### src/rtl/pwm_dz_pkg.sv
package pwm_dz_pkg;
   typedef enum logic [1:0] {
      CH_IDLE = 2'd0,
      CH_RUN  = 2'd1,
      CH_DONE = 2'd2
   } ch_state_e;
endpackage

### src/rtl/pwm_prescaler.sv
module pwm_prescaler #(
   parameter int PRE_W = 8
) (
   input  logic             clk,
   input  logic             rst_n,
   input  logic [PRE_W-1:0] prescale,
   output logic             tick
);
   logic [PRE_W-1:0] pre_cnt;

   initial begin
      assert (PRE_W >= 1) else $error("PRE_W must be at least 1");
   end

   assign tick = (pre_cnt >= prescale);

   always_ff @(posedge clk or negedge rst_n) begin
      if (!rst_n)    pre_cnt <= '0;
      else if (tick) pre_cnt <= '0;
      else           pre_cnt <= pre_cnt + PRE_W'(1);
   end

   // a tick is never more than prescale+1 clocks after the previous one
   p_tick_spacing_r1: assert property (@(posedge clk) disable iff (!rst_n)
      !tick |=> (pre_cnt != '0));
endmodule

### src/rtl/pwm_channel.sv
module pwm_channel
   import pwm_dz_pkg::*;
#(
   parameter int CNT_W   = 16,
   parameter int DIV_LOG = 4,
   parameter int SEL_W   = 3
) (
   input  logic             clk,
   input  logic             rst_n,
   input  logic             pre_tick,
   input  logic             en,
   input  logic             one_shot,
   input  logic [SEL_W-1:0] div_sel,
   input  logic             per_wr,
   input  logic             cmp_wr,
   input  logic [CNT_W-1:0] wr_data,
   input  logic             flag_clr,
   output logic             flag,
   output logic             active,
   output logic             pwm_raw
);
   ch_state_e        state;
   logic [CNT_W-1:0] cnt, per_buf, cmp_buf, cmp_act;
   logic             ch_tick, zero_evt;

   initial begin
      assert (CNT_W >= 2) else $error("CNT_W too small");
      assert (DIV_LOG >= 0 && DIV_LOG < (1 << SEL_W)) else $error("DIV_LOG does not fit SEL_W");
   end

   generate
      if (DIV_LOG == 0) begin : g_nodiv
         assign ch_tick = pre_tick;
      end else begin : g_div
         logic [DIV_LOG-1:0] div_cnt, mask;
         logic [SEL_W-1:0]   sel_eff;
         logic [DIV_LOG:0]   one_hot;
         always_comb begin
            sel_eff = (div_sel > SEL_W'(DIV_LOG)) ? SEL_W'(DIV_LOG) : div_sel;
            one_hot = (DIV_LOG+1)'(1) << sel_eff;
            mask    = one_hot[DIV_LOG-1:0] - DIV_LOG'(1);
         end
         assign ch_tick = pre_tick && ((div_cnt & mask) == mask);
         always_ff @(posedge clk or negedge rst_n) begin
            if (!rst_n)               div_cnt <= '0;
            else if (state != CH_RUN) div_cnt <= '0;
            else if (pre_tick)        div_cnt <= div_cnt + DIV_LOG'(1);
         end
      end
   endgenerate

   assign zero_evt = (state == CH_RUN) && en && ch_tick && (cnt == '0);
   assign active   = (state == CH_RUN);
   assign pwm_raw  = active && (cmp_act != '0) && (cnt <= cmp_act);

   always_ff @(posedge clk or negedge rst_n) begin
      if (!rst_n) begin
         state   <= CH_IDLE;
         cnt     <= '0;
         cmp_act <= '0;
         per_buf <= '0;
         cmp_buf <= '0;
         flag    <= 1'b0;
      end else begin
         if (per_wr) per_buf <= wr_data;
         if (cmp_wr) cmp_buf <= wr_data;
         if (zero_evt)      flag <= 1'b1;
         else if (flag_clr) flag <= 1'b0;
         case (state)
            CH_IDLE: if (en) begin
               state   <= CH_RUN;
               cnt     <= per_buf;
               cmp_act <= cmp_buf;
            end
            CH_RUN: begin
               if (!en) state <= CH_IDLE;
               else if (ch_tick) begin
                  if (cnt != '0) cnt <= cnt - CNT_W'(1);
                  else if (one_shot) state <= CH_DONE;
                  else begin
                     cnt     <= per_buf;
                     cmp_act <= cmp_buf;
                  end
               end
            end
            CH_DONE: if (!en) state <= CH_IDLE;
            default: state <= CH_IDLE;
         endcase
      end
   end

   // the flag only rises after the counter sat at zero
   p_flag_at_zero_r2: assert property (@(posedge clk) disable iff (!rst_n)
      $rose(flag) |-> $past(active && cnt == '0));
   // a disabled channel drives low from the next clock
   p_low_when_off_r7: assert property (@(posedge clk) disable iff (!rst_n)
      !en |=> !pwm_raw);
   // a one-shot period end parks the channel
   p_oneshot_halt_r6: assert property (@(posedge clk) disable iff (!rst_n)
      (zero_evt && one_shot) |=> (state == CH_DONE));
   // the working compare value changes only at a start or a period end
   p_cmp_buffered_r4: assert property (@(posedge clk) disable iff (!rst_n)
      (active && !zero_evt) |=> $stable(cmp_act));
endmodule

### src/rtl/pwm_deadtime.sv
module pwm_deadtime #(
   parameter int DT_W = 8
) (
   input  logic            clk,
   input  logic            rst_n,
   input  logic            tick,
   input  logic [DT_W-1:0] dead,
   input  logic            din,
   output logic            dout
);
   logic [DT_W-1:0] wait_cnt;

   initial begin
      assert (DT_W >= 1) else $error("DT_W must be at least 1");
   end

   always_ff @(posedge clk or negedge rst_n) begin
      if (!rst_n) begin
         dout     <= 1'b0;
         wait_cnt <= '0;
      end else if (!din) begin
         dout     <= 1'b0;
         wait_cnt <= '0;
      end else if (!dout) begin
         if (wait_cnt == dead) dout     <= 1'b1;
         else if (tick)        wait_cnt <= wait_cnt + DT_W'(1);
      end
   end

   // output rises only after the input was high through the full dead time
   p_rise_delayed_r8: assert property (@(posedge clk) disable iff (!rst_n)
      $rose(dout) |-> $past(din && wait_cnt == dead));
   // output falls one clock after the input drops
   p_fall_follows_r8: assert property (@(posedge clk) disable iff (!rst_n)
      !din |=> !dout);
endmodule

### src/rtl/pwm_dz_pair.sv
module pwm_dz_pair #(
   parameter int PRE_W   = 8,
   parameter int CNT_W   = 16,
   parameter int DT_W    = 8,
   parameter int DIV_LOG = 4,
   localparam int SEL_W  = (DIV_LOG < 1) ? 1 : $clog2(DIV_LOG + 1),
   localparam int NCH    = 2
) (
   input  logic               clk,
   input  logic               rst_n,
   input  logic [PRE_W-1:0]   prescale,
   input  logic [NCH*SEL_W-1:0] div_sel,
   input  logic [NCH-1:0]     ch_en,
   input  logic [NCH-1:0]     one_shot,
   input  logic [NCH-1:0]     per_wr,
   input  logic [NCH-1:0]     cmp_wr,
   input  logic [CNT_W-1:0]   wr_data,
   input  logic               dz_en,
   input  logic [DT_W-1:0]    dead_time,
   input  logic [NCH-1:0]     irq_en,
   input  logic [NCH-1:0]     flag_clr,
   output logic [NCH-1:0]     pwm_out,
   output logic [NCH-1:0]     flag,
   output logic [NCH-1:0]     irq
);
   logic           pre_tick;
   logic [NCH-1:0] raw, act, dz_src, dz_out;

   pwm_prescaler #(.PRE_W(PRE_W)) u_pre (
      .clk(clk), .rst_n(rst_n), .prescale(prescale), .tick(pre_tick)
   );

   assign dz_src = {act[0] & ~raw[0], raw[0]};

   generate
      for (genvar g = 0; g < NCH; g++) begin : g_ch
         pwm_channel #(.CNT_W(CNT_W), .DIV_LOG(DIV_LOG), .SEL_W(SEL_W)) u_ch (
            .clk(clk), .rst_n(rst_n), .pre_tick(pre_tick),
            .en(ch_en[g]), .one_shot(one_shot[g]),
            .div_sel(div_sel[g*SEL_W +: SEL_W]),
            .per_wr(per_wr[g]), .cmp_wr(cmp_wr[g]), .wr_data(wr_data),
            .flag_clr(flag_clr[g]), .flag(flag[g]),
            .active(act[g]), .pwm_raw(raw[g])
         );
         pwm_deadtime #(.DT_W(DT_W)) u_dt (
            .clk(clk), .rst_n(rst_n), .tick(pre_tick), .dead(dead_time),
            .din(dz_src[g]), .dout(dz_out[g])
         );
         assign pwm_out[g] = dz_en ? dz_out[g] : raw[g];
      end
   endgenerate

   assign irq = flag & irq_en;

   // paired outputs never overlap
   p_no_overlap_r8: assert property (@(posedge clk) disable iff (!rst_n)
      dz_en |-> !(pwm_out[0] && pwm_out[1]));
   // in paired mode output 1 is low whenever channel 0 is stopped
   p_ch1_ignored_r9: assert property (@(posedge clk) disable iff (!rst_n)
      (dz_en && !act[0] && !$past(act[0])) |-> !pwm_out[1]);
   // disabled channel 1 stops on the next clock
   p_ch1_stops_r7: assert property (@(posedge clk) disable iff (!rst_n)
      !ch_en[1] |=> !act[1]);
endmodule

### config.mk
export PLATFORM = sky130hd
export DESIGN_NAME = pwm_dz_pair
export DESIGN_NICKNAME = d
export VERILOG_FILES = /design/src/rtl/pwm_dz_pkg.sv /design/src/rtl/pwm_prescaler.sv /design/src/rtl/pwm_channel.sv /design/src/rtl/pwm_deadtime.sv /design/src/rtl/pwm_dz_pair.sv
export SDC_FILE = /design/constraint.sdc
export NUM_CORES = 1
export LEC_CHECK = 0
export ABC_AREA = 1
export BUFFER_PORTS_ARGS = -buffer_cell sky130_fd_sc_hd__clkbuf_2
export CAP_MARGIN = 10
export CORE_AREA = 3 3 148 121
export CTS_CLUSTER_DIAMETER = 50
export CTS_CLUSTER_SIZE = 14
export DETAILED_ROUTE_END_ITERATION = 8
export DIE_AREA = 0 0 151 124
export PLACE_DENSITY = 0.9
export SLEW_MARGIN = 5
export SYNTH_ARGS = -nofsm -noshare
export SYNTH_HDL_FRONTEND = slang
export SYNTH_HIERARCHICAL = 1
export SYNTH_SLANG_ARGS = --single-unit
### constraint.sdc
create_clock -name clk -period 2.8 [get_ports clk]
set_input_delay 0.7 -clock clk [delete_from_list [all_inputs] [get_ports clk]]
set_output_delay 0.7 -clock clk [all_outputs]
set_load 0.03 [all_outputs]
==> results of run 1 <==
## Yosys cell counts, types with 2 or more instances
cell type,count
buf_2,7
o21ai_2,32
o21ai_1,9
nor2_4,7
buf_6,8
clkbuf_2,2
nor2_2,14
o21bai_1,4
nand3_1,64
ha_1,49
nand3_2,5
clkbuf_1,10
buf_4,2
inv_2,6
dfrtp_1,168
nand4_1,26
nor4_1,8
xor2_1,14
mux2_2,24
nor2_1,109
nand3_4,4
nand2_1,412
a31oi_1,2
or2_0,2
nand2_2,31
nor3_1,9
nand2_4,3
a21oi_1,23
xnor2_1,9
o21a_1,2
inv_1,183
o21ai_0,72
## flip-flops by register name (all words and copies together) (netlist names)
name,cells
g_ch.u_ch/cmp_act,32
g_ch.u_ch/cmp_buf,32
g_ch.u_ch/cnt,32
g_ch.u_ch/per_buf,32
g_ch.u_dt/wait_cnt,16
g_ch.u_ch/g_div.div_cnt,8
u_pre/pre_cnt,8
g_ch.u_ch/state,4
g_ch.u_ch/flag,2
g_ch.u_dt/dout,2
## worst max-delay path, delay by kind of cell, from the launching register on
kind                     cells  cell delay (ns)
adder cells (fa/ha/maj)      1             0.26
AO/OA/AOI/OAI                3             0.46
flip-flops                   1             0.46
buffers and inverters        2             0.27
AND/OR/NAND/NOR              4             0.44
## cell type report
type,count,area (sq um),area share (%)
multi-input cells,941,5290,44.8
clock buffers,18,429,3.63
repair buffers,100,698,5.91
flip-flops and latches,168,4220,35.7
well taps,220,275,2.33
inverters,190,718,6.08
clock inverters,14,185,1.57
## metal layers
metal / vias to the layer above / wire length [um] / track usage (%)
met5: - / 8 / 0
met4: 2 / 762 / 10.1
met3: 79 / 2320 / 5.02
met2: 422 / 12700 / 46.5
met1: 4344 / 11100 / 39.5
li1: 4397 / - / -
## path summary, 6_finish.rpt
check,to,cells after the start,slack (ns)
worst min register to register,g_ch[1].u_ch/per_buf[2]$_DFFE_PN0P_,1,0.51
worst max-delay path,pwm_out[0],10,-0.23
worst min-delay path,g_ch[0].u_ch/per_buf[13]$_DFFE_PN0P_,1,0.24
min in group clk,g_ch[0].u_ch/flag$_DFFE_PN0P_,2,0.44
worst max register to register,g_ch[0].u_dt/wait_cnt[1]$_DFFE_PN0P_,14,0.16
max in group asynchronous,g_ch[1].u_ch/cnt[13]$_DFFE_PN0P_,2,1.82
## per-stage QoR
step	worst slack (ns)	power (mW)	TNS (ns)	std cells
3_3_place_gp	0.115	8.49	0	1594
6_report	-0.231	12.4	-0.429	1651
5_1_grt	-0.346	13.3	-0.698	1651
3_5_place_dp	0.0464	8.78	0	1594
4_1_cts	-0.226	11.8	-0.259	1641
2_1_floorplan	0.265	7.50	0	1328
## where the power goes
part / total (mW) / leakage, nW / switching, mW / internal [mW]
logic: 6.15 / 3.64 / 3.78 / 2.37
registers: 3.78 / 2.10 / 0.708 / 3.07
clock network: 2.50 / 0.302 / 1.07 / 1.43
## repair_timing
action | 4_1_cts | 5_1_grt
endpoints found under the setup margin | 2 | 18
resized for setup | 30 | 36
buffers inserted | 15 | 11
pin swaps | 10 | 13
hold buffers | 0 | 0
## logic make-up after synthesis
family	Yosys count
adder cells (fa/ha/maj)	49
multiplexers	24
AND/OR/NAND/NOR	696
XOR/XNOR	23
flip-flops	168
buffers and inverters	219
AO/OA/AOI/OAI	149
==> run metrics, run 1 <==
Final period util=108%; DR pass1 iterations=7; Cell Rows=42; critical-path cell list=ha_1 -> a21oi_2 -> o21ai_0 -> nor2_1 -> nand2_1 -> a21oi_2 -> buf_4 -> nand2_1 -> nand2_1 -> buf_8; Synth Warn #=6; area leader, netlist=dfrtp_1; Max-slew headroom=approximately three fifths; CP Capture Type=output pin; GRT Overall Usage=about 29%; clk_lat worst skew=0.44 ns; slew at the pin with the worst max-slew slack=0.574 ns; #FFs+latches synth=168; # H-tree levels=4; # port buffers=58; clock sinks=168; post-DP HPWL=17300 um; Routability Congestion=0.944; CP dominant cell by count=nand2_1; Remaining Overflow, GRT=0; sequential share of the synthesized area=41.3%; Slowest cell on crit path=dfrtp_1; Hold WC Path Type=in -> async; pin count of the biggest net entering global routing=62; worst setup path start=g_ch[0].u_ch/cnt[12]$_DFFE_PN0P_; RSZ-0062 raised after global routing=yes; CTS tree=done; Post-synth EDFFs=0; Antenna Nets Post-Route=0; final hold slack=between 0.2 and 0.25 ns; Filler Cells Inserted=1198; Antenna Cells=0; final worst path period need=3.03 ns; Syn Inst Count=between 1000 and 1500; core area=0.0165 sq mm; fmax=330 MHz; Vert. Die Dim=124 um; I/O Pins=a little under 60; Cell variety after synth=40; Peak supply drop=between 0.6 and 0.7 mV; CP Data Arrival Time=2.33 ns; pwr dens=between 1000 and 1500 mW/mm^2; Synth Area in Simple Gates=30.2%; post-synthesis compound-gate area fraction=a little under 9%; Max FO, Critical Path=5; crit path kind=reg -> out; Initial Utilization=approximately three fifths; final setup vio count=2; mux contribution to synthesized area=around 2.7%; Hold Vio Cnt, Final=0; syn nets=1430; first-pass GRT wire length=42000 um; drt via density=5.60; nets=1520; worst stage delay on the critical path=0.46 ns; critical path launch point type=flop; top area cells in the synthesized netlist=dfrtp_1 41%, nand2_1 15%, inv_1 6.8%; most frequent cells in the layout=410 x nand2_1, 174 x inv_1, 158 x dfrtp_1; setup ws final=-0.231 ns; vias in the first global route=8584; drt wl/cell=16.3 um; share of post-route cells with drive strength above 1=between 20% and 30%; drt total wl=26900 um; asr flop ratio synth=100%; Req. time, crit path=around 2.1 ns; ys flop type=dfrtp_1; xor/xnor share of the synthesized area=1.98%; r2r startpoint=g_ch[0].u_ch/cnt[12]$_DFFE_PN0P_; clock tree buffer depth=2; failing checks=setup timing; number of buffers created by CTS=17; largest family of logic cells by synthesized area=simple AND/OR/NAND/NOR gates; post-layout util=71.6%; syn avg cell area=~7.7 sq um; outcome=finished with violations; synthesis-to-finish area growth=16.1%; Die W=151 um; total number of vias=9244; P_leak=6.04 nW; die footprint=0.0187 sq mm; CTS Root Cell=clkbuf_16; Syn Std Cell Area=slightly above 0.01 sq mm; initial antenna violation count=1; clock slew at reported path FFs=0.07 ns; most common cell after layout, fill and taps aside=nand2_1; DRT iter0 DRCs=1110; Slew Viols, Final=0; Max-cap violations=0; Placement Cell Area=roughly 0.011 sq mm; Worst Skew=0.00859 ns; Synth Area in Adders=around 6%; final instance area=0.0118 sq mm; DRC=0; top-area cell type share of the netlist area=41.3%
Note: power is estimated with default switching activity, not from simulation.
==> inputs of run 2 (changes only) <==
--- a/config.mk
+++ b/config.mk
@@ -8,12 +8,11 @@
 export ABC_AREA = 1
 export BUFFER_PORTS_ARGS = -buffer_cell sky130_fd_sc_hd__clkbuf_2
 export CAP_MARGIN = 10
-export CORE_AREA = 3 3 148 121
+export CORE_AREA = 2 2 158 129
 export CTS_CLUSTER_DIAMETER = 50
-export CTS_CLUSTER_SIZE = 14
 export DETAILED_ROUTE_END_ITERATION = 8
-export DIE_AREA = 0 0 151 124
-export PLACE_DENSITY = 0.9
+export DIE_AREA = 0 0 160 131
+export PLACE_DENSITY = 0.8
 export SLEW_MARGIN = 5
 export SYNTH_ARGS = -nofsm -noshare
 export SYNTH_HDL_FRONTEND = slang
==> run 2 against run 1 <==
  * The flow still finishes with violations (setup timing)
  * Clock skew increased by 0.0055 ns
  * Register-to-register slack improved by 0.02 ns
  * Flip-flop and latch count unchanged
  * Combinational power decreased by 3.7%
  * Maximum frequency increased by 2.1%
  * Largest power group unchanged
==> run metrics, run 2 (synthesized netlist as in run 1, its figures left out) <==
outcome=finished with violations; drt total wl=24900 um; DRT iter0 DRCs=894; Antenna Nets Post-Route=0; synthesis-to-finish area growth=16.6%; Max FO, Critical Path=3; metal3 WL=1830 um; Die W=160 um; core area=0.0195 sq mm; Vert. Die Dim=approximately 130 um; DRC=0; # hold bufs at CTS=0; final instance area=0.0119 sq mm; Cell Rows=46; Slew Viols, Final=0; Antenna Cells=0; vias in the first global route=8399; fin cells=1705; clock sinks=168; Hold WC Path Type=in -> async; Remaining Overflow, GRT=0; Placed Instances=1643; # port buffers=58; pin count of the biggest net entering global routing=68; clk_lat worst skew=about 0.44 ns; failing checks=setup timing; Peak supply drop=0.506 mV; Filler Cells Inserted=1678; Placement Cell Area=0.0108 sq mm; final setup vio count=2; Req. time, crit path=about 2.1 ns; RSZ-0062 raised after global routing=yes; Initial Utilization=52.3%; Max-cap violations=0; setup_tns=-0.266 ns; most common cell after layout, fill and taps aside=nand2_1; Hold Vio Cnt, Final=0; total number of vias=9013; slew at the pin with the worst max-slew slack=0.573 ns; Max-slew headroom=61.8%; clock tree buffer depth=2; # H-tree levels=4; initial antenna violation count=0; M1 wire length=roughly 11000 um; nets=1531; clock slew at reported path FFs=0.07 ns; WL met2=11200 um; CTS Root Cell=clkbuf_16; post-DP HPWL=17300 um; number of buffers created by CTS=17; Routability Congestion=0.886; setup ws final=-0.169 ns; final worst path period need=2.97 ns; drt wl/cell=around 15 um; pwr dens=1020 mW/mm^2; first-pass GRT wire length=41200 um; CP Data Arrival Time=2.27 ns; CTS tree=done; Worst Skew=0.0141 ns; I/O Pins=59; DR pass1 iterations=5; die footprint=approximately 0.021 sq mm; share of post-route cells with drive strength above 1=between 20% and 30%; most frequent cells in the layout=408 x nand2_1, 180 x inv_1, 163 x dfrtp_1; crit path kind=reg -> out; drt via density=5.29; P_leak=6.09 nW; fmax=337 MHz; top layer in use=met4; critical path launch point type=flop; Final period util=106%; CP Capture Type=output pin; GRT Overall Usage=24.8%
## run 2: repair_timing
action                     CTS  global route
gates resized for setup     24            12
setup buffers               27             4
cloned                       0             0
setup endpoints to repair    2            13
pin swaps                   11            10
## run 2: final timing paths
| kind | startpoint | depth (start not counted) | slack [ns] | endpoint |
|---|---|---|---|---|
| hold / removal | rst_n | 1 | 0.20 | g_ch[0].u_ch/cmp_buf[14]$_DFFE_PN0P_ |
| min in group clk | flag_clr[0] | 2 | 0.44 | g_ch[0].u_ch/flag$_DFFE_PN0P_ |
| setup / recovery | g_ch[1].u_ch/cnt[15]$_DFFE_PN0P_ | 9 | -0.17 | pwm_out[1] |
| hold reg to reg | g_ch[0].u_ch/per_buf[9]$_DFFE_PN0P_ | 1 | 0.51 | g_ch[0].u_ch/per_buf[9]$_DFFE_PN0P_ |
| setup reg to reg | g_ch[0].u_ch/cnt[7]$_DFFE_PN0P_ | 14 | 0.18 | g_ch[0].u_dt/wait_cnt[6]$_DFFE_PN0P_ |
| max in group asynchronous | rst_n | 2 | 1.84 | g_ch[1].u_ch/cnt[7]$_DFFE_PN0P_ |
## run 2: metrics by stage
step | util, % | power, mW | setup WS [ns] | hold WS, ns
after floorplan | - | 7.50 | 0.265 | 0.404
after global placement | 55.7 | 8.59 | 0.149 | 0.490
after detailed placement | 55.7 | 8.85 | 0.0802 | 0.496
after CTS | 60.5 | 11.9 | -0.109 | 0.231
after global routing | 61.0 | 13.0 | -0.206 | 0.237
final | 61.0 | 12.1 | -0.169 | 0.196
## run 2: cell type report
class	instances	area, sq um	share of cell area [%]
well taps	264	330	2.78
inverters	190	716	6.03
multi-input cells	941	5210	43.9
flip-flops and latches	168	4210	35.5
clock inverters	13	184	1.55
repair buffers	111	781	6.58
clock buffers	18	429	3.62
## run 2: power breakdown
group | leakage (nW) | internal [mW] | total [mW] | switching [mW]
Sequential | 2.10 | 3.07 | 3.67 | 0.607
Combinational | 3.69 | 2.30 | 5.92 | 3.62
Clock | 0.298 | 1.43 | 2.48 | 1.05
Total | 6.09 | 6.80 | 12.1 | 5.27
## run 2: worst max-delay path: stages (launching register included)
cell	delay, ns
dfrtp_1	0.44
ha_4	0.30
nand4_1	0.16
nor2_2	0.23
nand3_2	0.14
a21oi_2	0.18
buf_4	0.15
nand2_2	0.06
nand2_2	0.06
buf_8	0.12
## run 2: metal layers
layer,GRT usage [%],vias up
met1,35.0,4245
met3,5.18,37
li1,-,4408
met5,0,-
met4,6.68,0
met2,39.3,323
